`config.mk`:
```
export PLATFORM = sky130hd
export DESIGN_NAME = alu8_cc
export DESIGN_NICKNAME = d
export VERILOG_FILES = /design/src/rtl/alu8_pkg.sv /design/src/rtl/alu8_addsub.sv /design/src/rtl/alu8_logic.sv /design/src/rtl/alu8_shift.sv /design/src/rtl/alu8_flags.sv /design/src/rtl/alu8_cc.sv
export SDC_FILE = /design/constraint.sdc
export NUM_CORES = 1
export LEC_CHECK = 0
export ABC_AREA = 1
export ABC_CLOCK_PERIOD_IN_PS = 11700
export BUFFER_PORTS_ARGS = -buffer_cell sky130_fd_sc_hd__buf_2
export CAP_MARGIN = 20
export CORE_ASPECT_RATIO = 1.4
export CORE_MARGIN = 3
export CORE_UTILIZATION = 50
export DETAILED_ROUTE_END_ITERATION = 8
export PLACE_DENSITY = 0.76
export REMOVE_ABC_BUFFERS = 1
export SYNTH_ARGS = -nofsm -noshare
export SYNTH_HDL_FRONTEND = slang
export SYNTH_SLANG_ARGS = --single-unit
export TNS_END_PERCENT = 20
```
`constraint.sdc`:
```
create_clock -name vclk -period 11.7
set_input_delay 2.34 -clock vclk [all_inputs]
set_output_delay 2.34 -clock vclk [all_outputs]
set_load 0.01 [all_outputs]
```
`src/rtl/alu8_pkg.sv`:
```
package alu8_pkg;

  typedef enum logic [4:0] {
    OP_ADD, OP_ADC, OP_SUB, OP_SBC, OP_CMP,
    OP_AND, OP_BIT, OP_OR,  OP_XOR, OP_PASS,
    OP_COM, OP_NEG, OP_CLR, OP_TST, OP_INC,
    OP_DEC, OP_ASL, OP_ASR, OP_LSR, OP_ROL,
    OP_ROR
  } alu_op_e;

  localparam int OP_COUNT = 21;

  localparam int FLAG_N = 6;
  localparam int FC = 0;
  localparam int FO = 1;
  localparam int FZ = 2;
  localparam int FS = 3;
  localparam int FH = 4;
  localparam int FI = 5;

  typedef enum logic [1:0] { SRC_ADDER, SRC_LOGIC, SRC_SHIFT } res_src_e;

  function automatic logic uses_adder(alu_op_e o);
    return o inside {OP_ADD, OP_ADC, OP_SUB, OP_SBC, OP_CMP, OP_NEG, OP_INC, OP_DEC};
  endfunction

  function automatic logic is_shift(alu_op_e o);
    return o inside {OP_ASL, OP_ASR, OP_LSR, OP_ROL, OP_ROR};
  endfunction

  function automatic logic is_logic(alu_op_e o);
    return o inside {OP_AND, OP_BIT, OP_OR, OP_XOR, OP_PASS};
  endfunction

  function automatic logic flags_only(alu_op_e o);
    return o inside {OP_CMP, OP_BIT, OP_TST};
  endfunction

  function automatic res_src_e pick_src(alu_op_e o);
    if (uses_adder(o)) return SRC_ADDER;
    if (is_shift(o))   return SRC_SHIFT;
    return SRC_LOGIC;
  endfunction

endpackage

```
`src/rtl/alu8_addsub.sv`:
```
module alu8_addsub #(
  parameter int W = 8
) (
  input  logic [W-1:0] x,
  input  logic [W-1:0] y,
  input  logic         sub,
  input  logic         cin,
  output logic [W-1:0] sum,
  output logic         carry_flag,
  output logic         half_carry,
  output logic         overflow
);
  localparam int HB = W / 2;

  logic [W-1:0]  y_eff;
  logic          c0;
  logic [W:0]    full;
  logic [HB:0]   low;

  always_comb begin
    y_eff = sub ? ~y : y;
    c0    = sub ? ~cin : cin;
    full  = {1'b0, x} + {1'b0, y_eff} + {{W{1'b0}}, c0};
    low   = {1'b0, x[HB-1:0]} + {1'b0, y_eff[HB-1:0]} + {{HB{1'b0}}, c0};
    sum        = full[W-1:0];
    carry_flag = sub ? ~full[W] : full[W];
    half_carry = low[HB];
    overflow   = (x[W-1] == y_eff[W-1]) && (full[W-1] != x[W-1]);
  end
endmodule

```
`src/rtl/alu8_logic.sv`:
```
module alu8_logic
  import alu8_pkg::*;
#(
  parameter int W = 8
) (
  input  alu_op_e      op,
  input  logic [W-1:0] a,
  input  logic [W-1:0] b,
  output logic [W-1:0] y
);
  always_comb begin
    unique case (op)
      OP_AND, OP_BIT: y = a & b;
      OP_OR:          y = a | b;
      OP_XOR:         y = a ^ b;
      OP_PASS:        y = b;
      OP_COM:         y = ~a;
      OP_CLR:         y = '0;
      default:        y = a;
    endcase
  end
endmodule

```
`src/rtl/alu8_shift.sv`:
```
module alu8_shift
  import alu8_pkg::*;
#(
  parameter int W = 8
) (
  input  alu_op_e      op,
  input  logic [W-1:0] a,
  input  logic         cin,
  output logic [W-1:0] y,
  output logic         cout
);
  always_comb begin
    unique case (op)
      OP_ASL:  begin y = {a[W-2:0], 1'b0};    cout = a[W-1]; end
      OP_ASR:  begin y = {a[W-1], a[W-1:1]};  cout = a[0];   end
      OP_LSR:  begin y = {1'b0, a[W-1:1]};    cout = a[0];   end
      OP_ROL:  begin y = {a[W-2:0], cin};     cout = a[W-1]; end
      OP_ROR:  begin y = {cin, a[W-1:1]};     cout = a[0];   end
      default: begin y = a;                   cout = cin;    end
    endcase
  end
endmodule

```
`src/rtl/alu8_flags.sv`:
```
module alu8_flags
  import alu8_pkg::*;
#(
  parameter int W = 8
) (
  input  alu_op_e             op,
  input  logic [W-1:0]        res,
  input  logic                add_c,
  input  logic                add_h,
  input  logic                add_o,
  input  logic                sh_c,
  input  logic [FLAG_N-1:0]   flags_in,
  output logic [FLAG_N-1:0]   flags_nxt,
  output logic [FLAG_N-1:0]   flags_we,
  output logic                res_we
);
  logic res_zero, res_sign;
  logic [FLAG_N-1:0] val;

  always_comb begin
    res_zero = (res == '0);
    res_sign = res[W-1];
    val      = '0;
    flags_we = '0;
    val[FZ]  = res_zero;
    val[FS]  = res_sign;
    unique case (op)
      OP_ADD, OP_ADC: begin
        flags_we[FC] = 1'b1; flags_we[FO] = 1'b1; flags_we[FZ] = 1'b1;
        flags_we[FS] = 1'b1; flags_we[FH] = 1'b1;
        val[FC] = add_c; val[FO] = add_o; val[FH] = add_h;
      end
      OP_SUB, OP_SBC, OP_CMP, OP_NEG: begin
        flags_we[FC] = 1'b1; flags_we[FO] = 1'b1;
        flags_we[FZ] = 1'b1; flags_we[FS] = 1'b1;
        val[FC] = add_c; val[FO] = add_o;
      end
      OP_INC, OP_DEC: begin
        flags_we[FO] = 1'b1; flags_we[FZ] = 1'b1; flags_we[FS] = 1'b1;
        val[FO] = add_o;
      end
      OP_AND, OP_BIT, OP_OR, OP_XOR, OP_PASS: begin
        flags_we[FO] = 1'b1; flags_we[FZ] = 1'b1; flags_we[FS] = 1'b1;
        val[FO] = 1'b0;
      end
      OP_COM: begin
        flags_we[FC] = 1'b1; flags_we[FO] = 1'b1;
        flags_we[FZ] = 1'b1; flags_we[FS] = 1'b1;
        val[FC] = 1'b1; val[FO] = 1'b0;
      end
      OP_CLR, OP_TST: begin
        flags_we[FC] = 1'b1; flags_we[FO] = 1'b1;
        flags_we[FZ] = 1'b1; flags_we[FS] = 1'b1;
        val[FC] = 1'b0; val[FO] = 1'b0;
      end
      default: begin
        flags_we[FC] = 1'b1; flags_we[FO] = 1'b1;
        flags_we[FZ] = 1'b1; flags_we[FS] = 1'b1;
        val[FC] = sh_c; val[FO] = res_sign ^ sh_c;
      end
    endcase
    flags_nxt = (val & flags_we) | (flags_in & ~flags_we);
    res_we    = !flags_only(op);
  end
endmodule

```
`src/rtl/alu8_cc.sv`:
```
module alu8_cc
  import alu8_pkg::*;
#(
  parameter int W = 8
) (
  input  logic [4:0]        op,
  input  logic [W-1:0]      opnd_a,
  input  logic [W-1:0]      opnd_b,
  input  logic [FLAG_N-1:0] flags_in,
  output logic [W-1:0]      result,
  output logic              result_we,
  output logic [FLAG_N-1:0] flags_nxt,
  output logic [FLAG_N-1:0] flags_we
);
  localparam logic [W-1:0] ONE = W'(1);

  alu_op_e  op_e;
  res_src_e src;
  logic     carry_in;

  // operand routing into the shared adder
  logic [W-1:0] add_x, add_y;
  logic         add_sub, add_cin;

  // internal events brought out for the checker
  logic [W-1:0] add_sum, logic_res, shift_res;
  logic         add_carry, half_carry, add_ovf, shift_carry;

  always_comb begin
    op_e     = alu_op_e'(op);
    src      = pick_src(op_e);
    carry_in = flags_in[FC];
    add_x    = opnd_a;
    add_y    = opnd_b;
    add_sub  = 1'b0;
    add_cin  = 1'b0;
    unique case (op_e)
      OP_ADC:         add_cin = carry_in;
      OP_SUB, OP_CMP: add_sub = 1'b1;
      OP_SBC:         begin add_sub = 1'b1; add_cin = carry_in; end
      OP_NEG:         begin add_sub = 1'b1; add_x = '0; add_y = opnd_a; end
      OP_INC:         add_y = ONE;
      OP_DEC:         begin add_sub = 1'b1; add_y = ONE; end
      default:        ;
    endcase
  end

  alu8_addsub #(.W(W)) u_addsub (
    .x(add_x), .y(add_y), .sub(add_sub), .cin(add_cin),
    .sum(add_sum), .carry_flag(add_carry),
    .half_carry(half_carry), .overflow(add_ovf)
  );

  alu8_logic #(.W(W)) u_logic (
    .op(op_e), .a(opnd_a), .b(opnd_b), .y(logic_res)
  );

  alu8_shift #(.W(W)) u_shift (
    .op(op_e), .a(opnd_a), .cin(carry_in), .y(shift_res), .cout(shift_carry)
  );

  always_comb begin
    unique case (src)
      SRC_ADDER: result = add_sum;
      SRC_SHIFT: result = shift_res;
      default:   result = logic_res;
    endcase
  end

  alu8_flags #(.W(W)) u_flags (
    .op(op_e), .res(result),
    .add_c(add_carry), .add_h(half_carry), .add_o(add_ovf), .sh_c(shift_carry),
    .flags_in(flags_in), .flags_nxt(flags_nxt), .flags_we(flags_we),
    .res_we(result_we)
  );
endmodule

```
==> metrics.yaml <==
setup_path:
  path_cells: "buf_2 > nand2_2 > inv_2 > nand3_2 > o211ai_1 > nor2_1 > buf_6 > xor2_1 > fa_1 > fa_1 > nand2_1 > nand2_1 > nand3b_1 > nand2_1 > nand2_1 > nand2_1 > a21oi_1 > nand2_1 > nor2_1 > nand2_1 > nor2_1 > buf_2"
  crit_top_cell: "nand2_1"
  critPathTopFamily: "simple AND/OR/NAND/NOR gates"
  worst-path-max-fanout: 12
  crit_arrival_ps: 5810
  crit_buf_inv: 4
  critical_path_required_ps: 9360
  crit_path_end_kind: "primary output"
  crit_path_start_kind: "primary input"
  slowest_stage: "nor2_1"
  crit_type: "in -> out"
  max_stage_delay_ps: 530
global_routing:
  grt_max_degree: 13
  first_global_vias: 2155
  grt.total_usage: 0.254
  grt_pass1_wl_mm: 9.43
  gr-total-overflow: 0
  antenna_found_initial: 0
synthesis:
  synth_top_family_by_area: "simple AND/OR/NAND/NOR gates"
  synth_area_per_cell_sq_um: 5.31
  synth_simple_gate_area_frac: 0.519
  yosys-top-cells-area: "nand2_1 22%, ha_1 15%, nor2_1 10%"
  synthTopCellsByCount: "110 x nand2_1, 51 x nor2_1, 50 x inv_1, 36 x nand3_1, 23 x ha_1"
  synth_fa_ha_area_frac: 0.172
  yosys_warnings: 0
  syn_inst: 359
  synth.most_common_cell: "nand2_1"
  yosysSeqAreaShare: 0
  synth_cell_types: 32
  synth_top_area_frac: 0.217
  synth_mux_area_frac: 0
  synth_compound_area_frac: 0.0998
  synth_area_sq_mm: 0.00191
  synth_xor_area_frac: 0.0552
  synth_top_cell_by_area: "nand2_1"
place:
  hpwl_mm: 4.61
  portBuffers: 39
  place_area_sq_mm: 0.00208
  routabilityCongestion: 0.991
  placed_cells: 431
route:
  drc: 0
  num_vias: 2329
  drt_iter0_drc: 95
  wl_per_cell_um: 13.0
  wl_mm: 5.60
  dr.pass1.iters: 5
  antenna_left: 0
  viasPerCell: 5.39
floorplan:
  num_rows: 25
  start_util: 0.544
  fp.dieH_um: 79.0
  core_region_area_sq_mm: 0.00350
  die-area_sq_mm: 0.00460
  die_w_um: 58.2
  ios: 48
timing:
  tns_ps: 0
  hold_viol: 0
  maxSlewViolCount: 0
  final-setup-viol-count: 0
  max_clock_freq_mhz: 123
  maxSlewHeadroom: 0.564
  layout_min_cycle_time_ps: 8150
  period_share: 0.697
  rsz0062_at_grt: "false"
  tightestPinTransition_ps: 652
layout:
  finalNonFillerCells: 432
  num-clock-buffers: 0
  antenna_cells: 0
  drive_above_1_share: 0.166
  seq_cell_count: 0
  syn2layout_area_growth_pct: 9.91
  seq_area_sq_um: 0
  fill_cells: 427
  fin_area_sq_mm: 0.00209
  final_nets: 446
  multi_input_area_sq_mm: 0.00163
power_and_ir_drop:
  p_leak_nw: 1.25
  power.density_mw_per_mm2: 51.7
  ir_drop_mv: 0.0280
clocking:
  cts_hold_buffers: 0
  post_cts_buffers: 0
  ctsResizeCount: 0
worst_hold_path:
  hp-class: "in -> out"
  min-delay-start: "flags_in[5]"
  hold_depth: 0
  hold_end: "flags_nxt[5]"
run:
  cap_violations: 0
outcome:
  status: "finished, final reports clean"
[worst max-delay path by stage]
stage / slack (ps) / endpoint / cells past startpoint / startpoint
3_3_place_gp: 3410 / flags_nxt[2] / 21 / op[0]
2_1_floorplan: 3980 / flags_nxt[2] / 19 / op[0]
4_1_cts: 3320 / flags_nxt[2] / 21 / op[0]
3_5_place_dp: 3340 / flags_nxt[2] / 21 / op[0]
5_1_grt: 3280 / flags_nxt[2] / 22 / op[0]
6_report: 3550 / flags_nxt[2] / 22 / op[0]
[layout make-up]
cell class | count | area share
inverters | 56 | 0.100
multi-input cells | 296 | 0.777
well taps | 40 | 0.0239
repair buffers | 40 | 0.0986
[cell usage in the layout, fill, tap and decap left out, types with 3 or more instances in the layout]
master | Yosys | final
nand2_2 | 9 | 9
nand2_1 | 110 | 110
a21oi_1 | 12 | 12
xnor2_1 | 8 | 8
nor2_1 | 51 | 51
o21ai_0 | 4 | 4
o22ai_1 | 7 | 7
inv_2 | 5 | 5
nand3_1 | 36 | 36
nand3b_1 | 3 | 3
buf_2 | 0 | 39
nand4_1 | 5 | 5
ha_1 | 23 | 23
conb_1 | 2 | 4
xor2_1 | 4 | 4
inv_1 | 50 | 50
nor2_4 | 3 | 3
[metal layers]
metal  vias up  GRT usage  wire, um  part of all wire
li1       1189          -         -                 -
met4         0     0.0905       247             0.044
met5         -          0         0                 0
met2       100      0.491      2760              0.49
met3        21    0.00813       300             0.054
met1      1019      0.285      2290              0.41
[cell families (layout without fill, tap and decap cells)]
kind of cell,count (synthesis),after routing
other,2,4
buffers and inverters,65,96
AOI/OAI and AO/OA,31,31
and+or+nand+nor,224,224
xor gates and xnor gates,12,12
adders and majority gates,25,25
[power breakdown]
group          internal, mW  switching [mW]
combinational        0.0403          0.0680
sequential                0               0
clock                     0               0
[through the flow]
step	total power, mW	hold WS, ps	util	setup slack (ps)
3_3_place_gp	0.104	4680	0.595	3410
6_report	0.108	4680	0.598	3550
5_1_grt	0.123	4680	0.598	3280
3_5_place_dp	0.107	4680	0.595	3340
2_1_floorplan	0.0731	4680	-	3980
4_1_cts	0.107	4680	0.595	3320
Note: power is estimated with default switching activity, not from simulation.
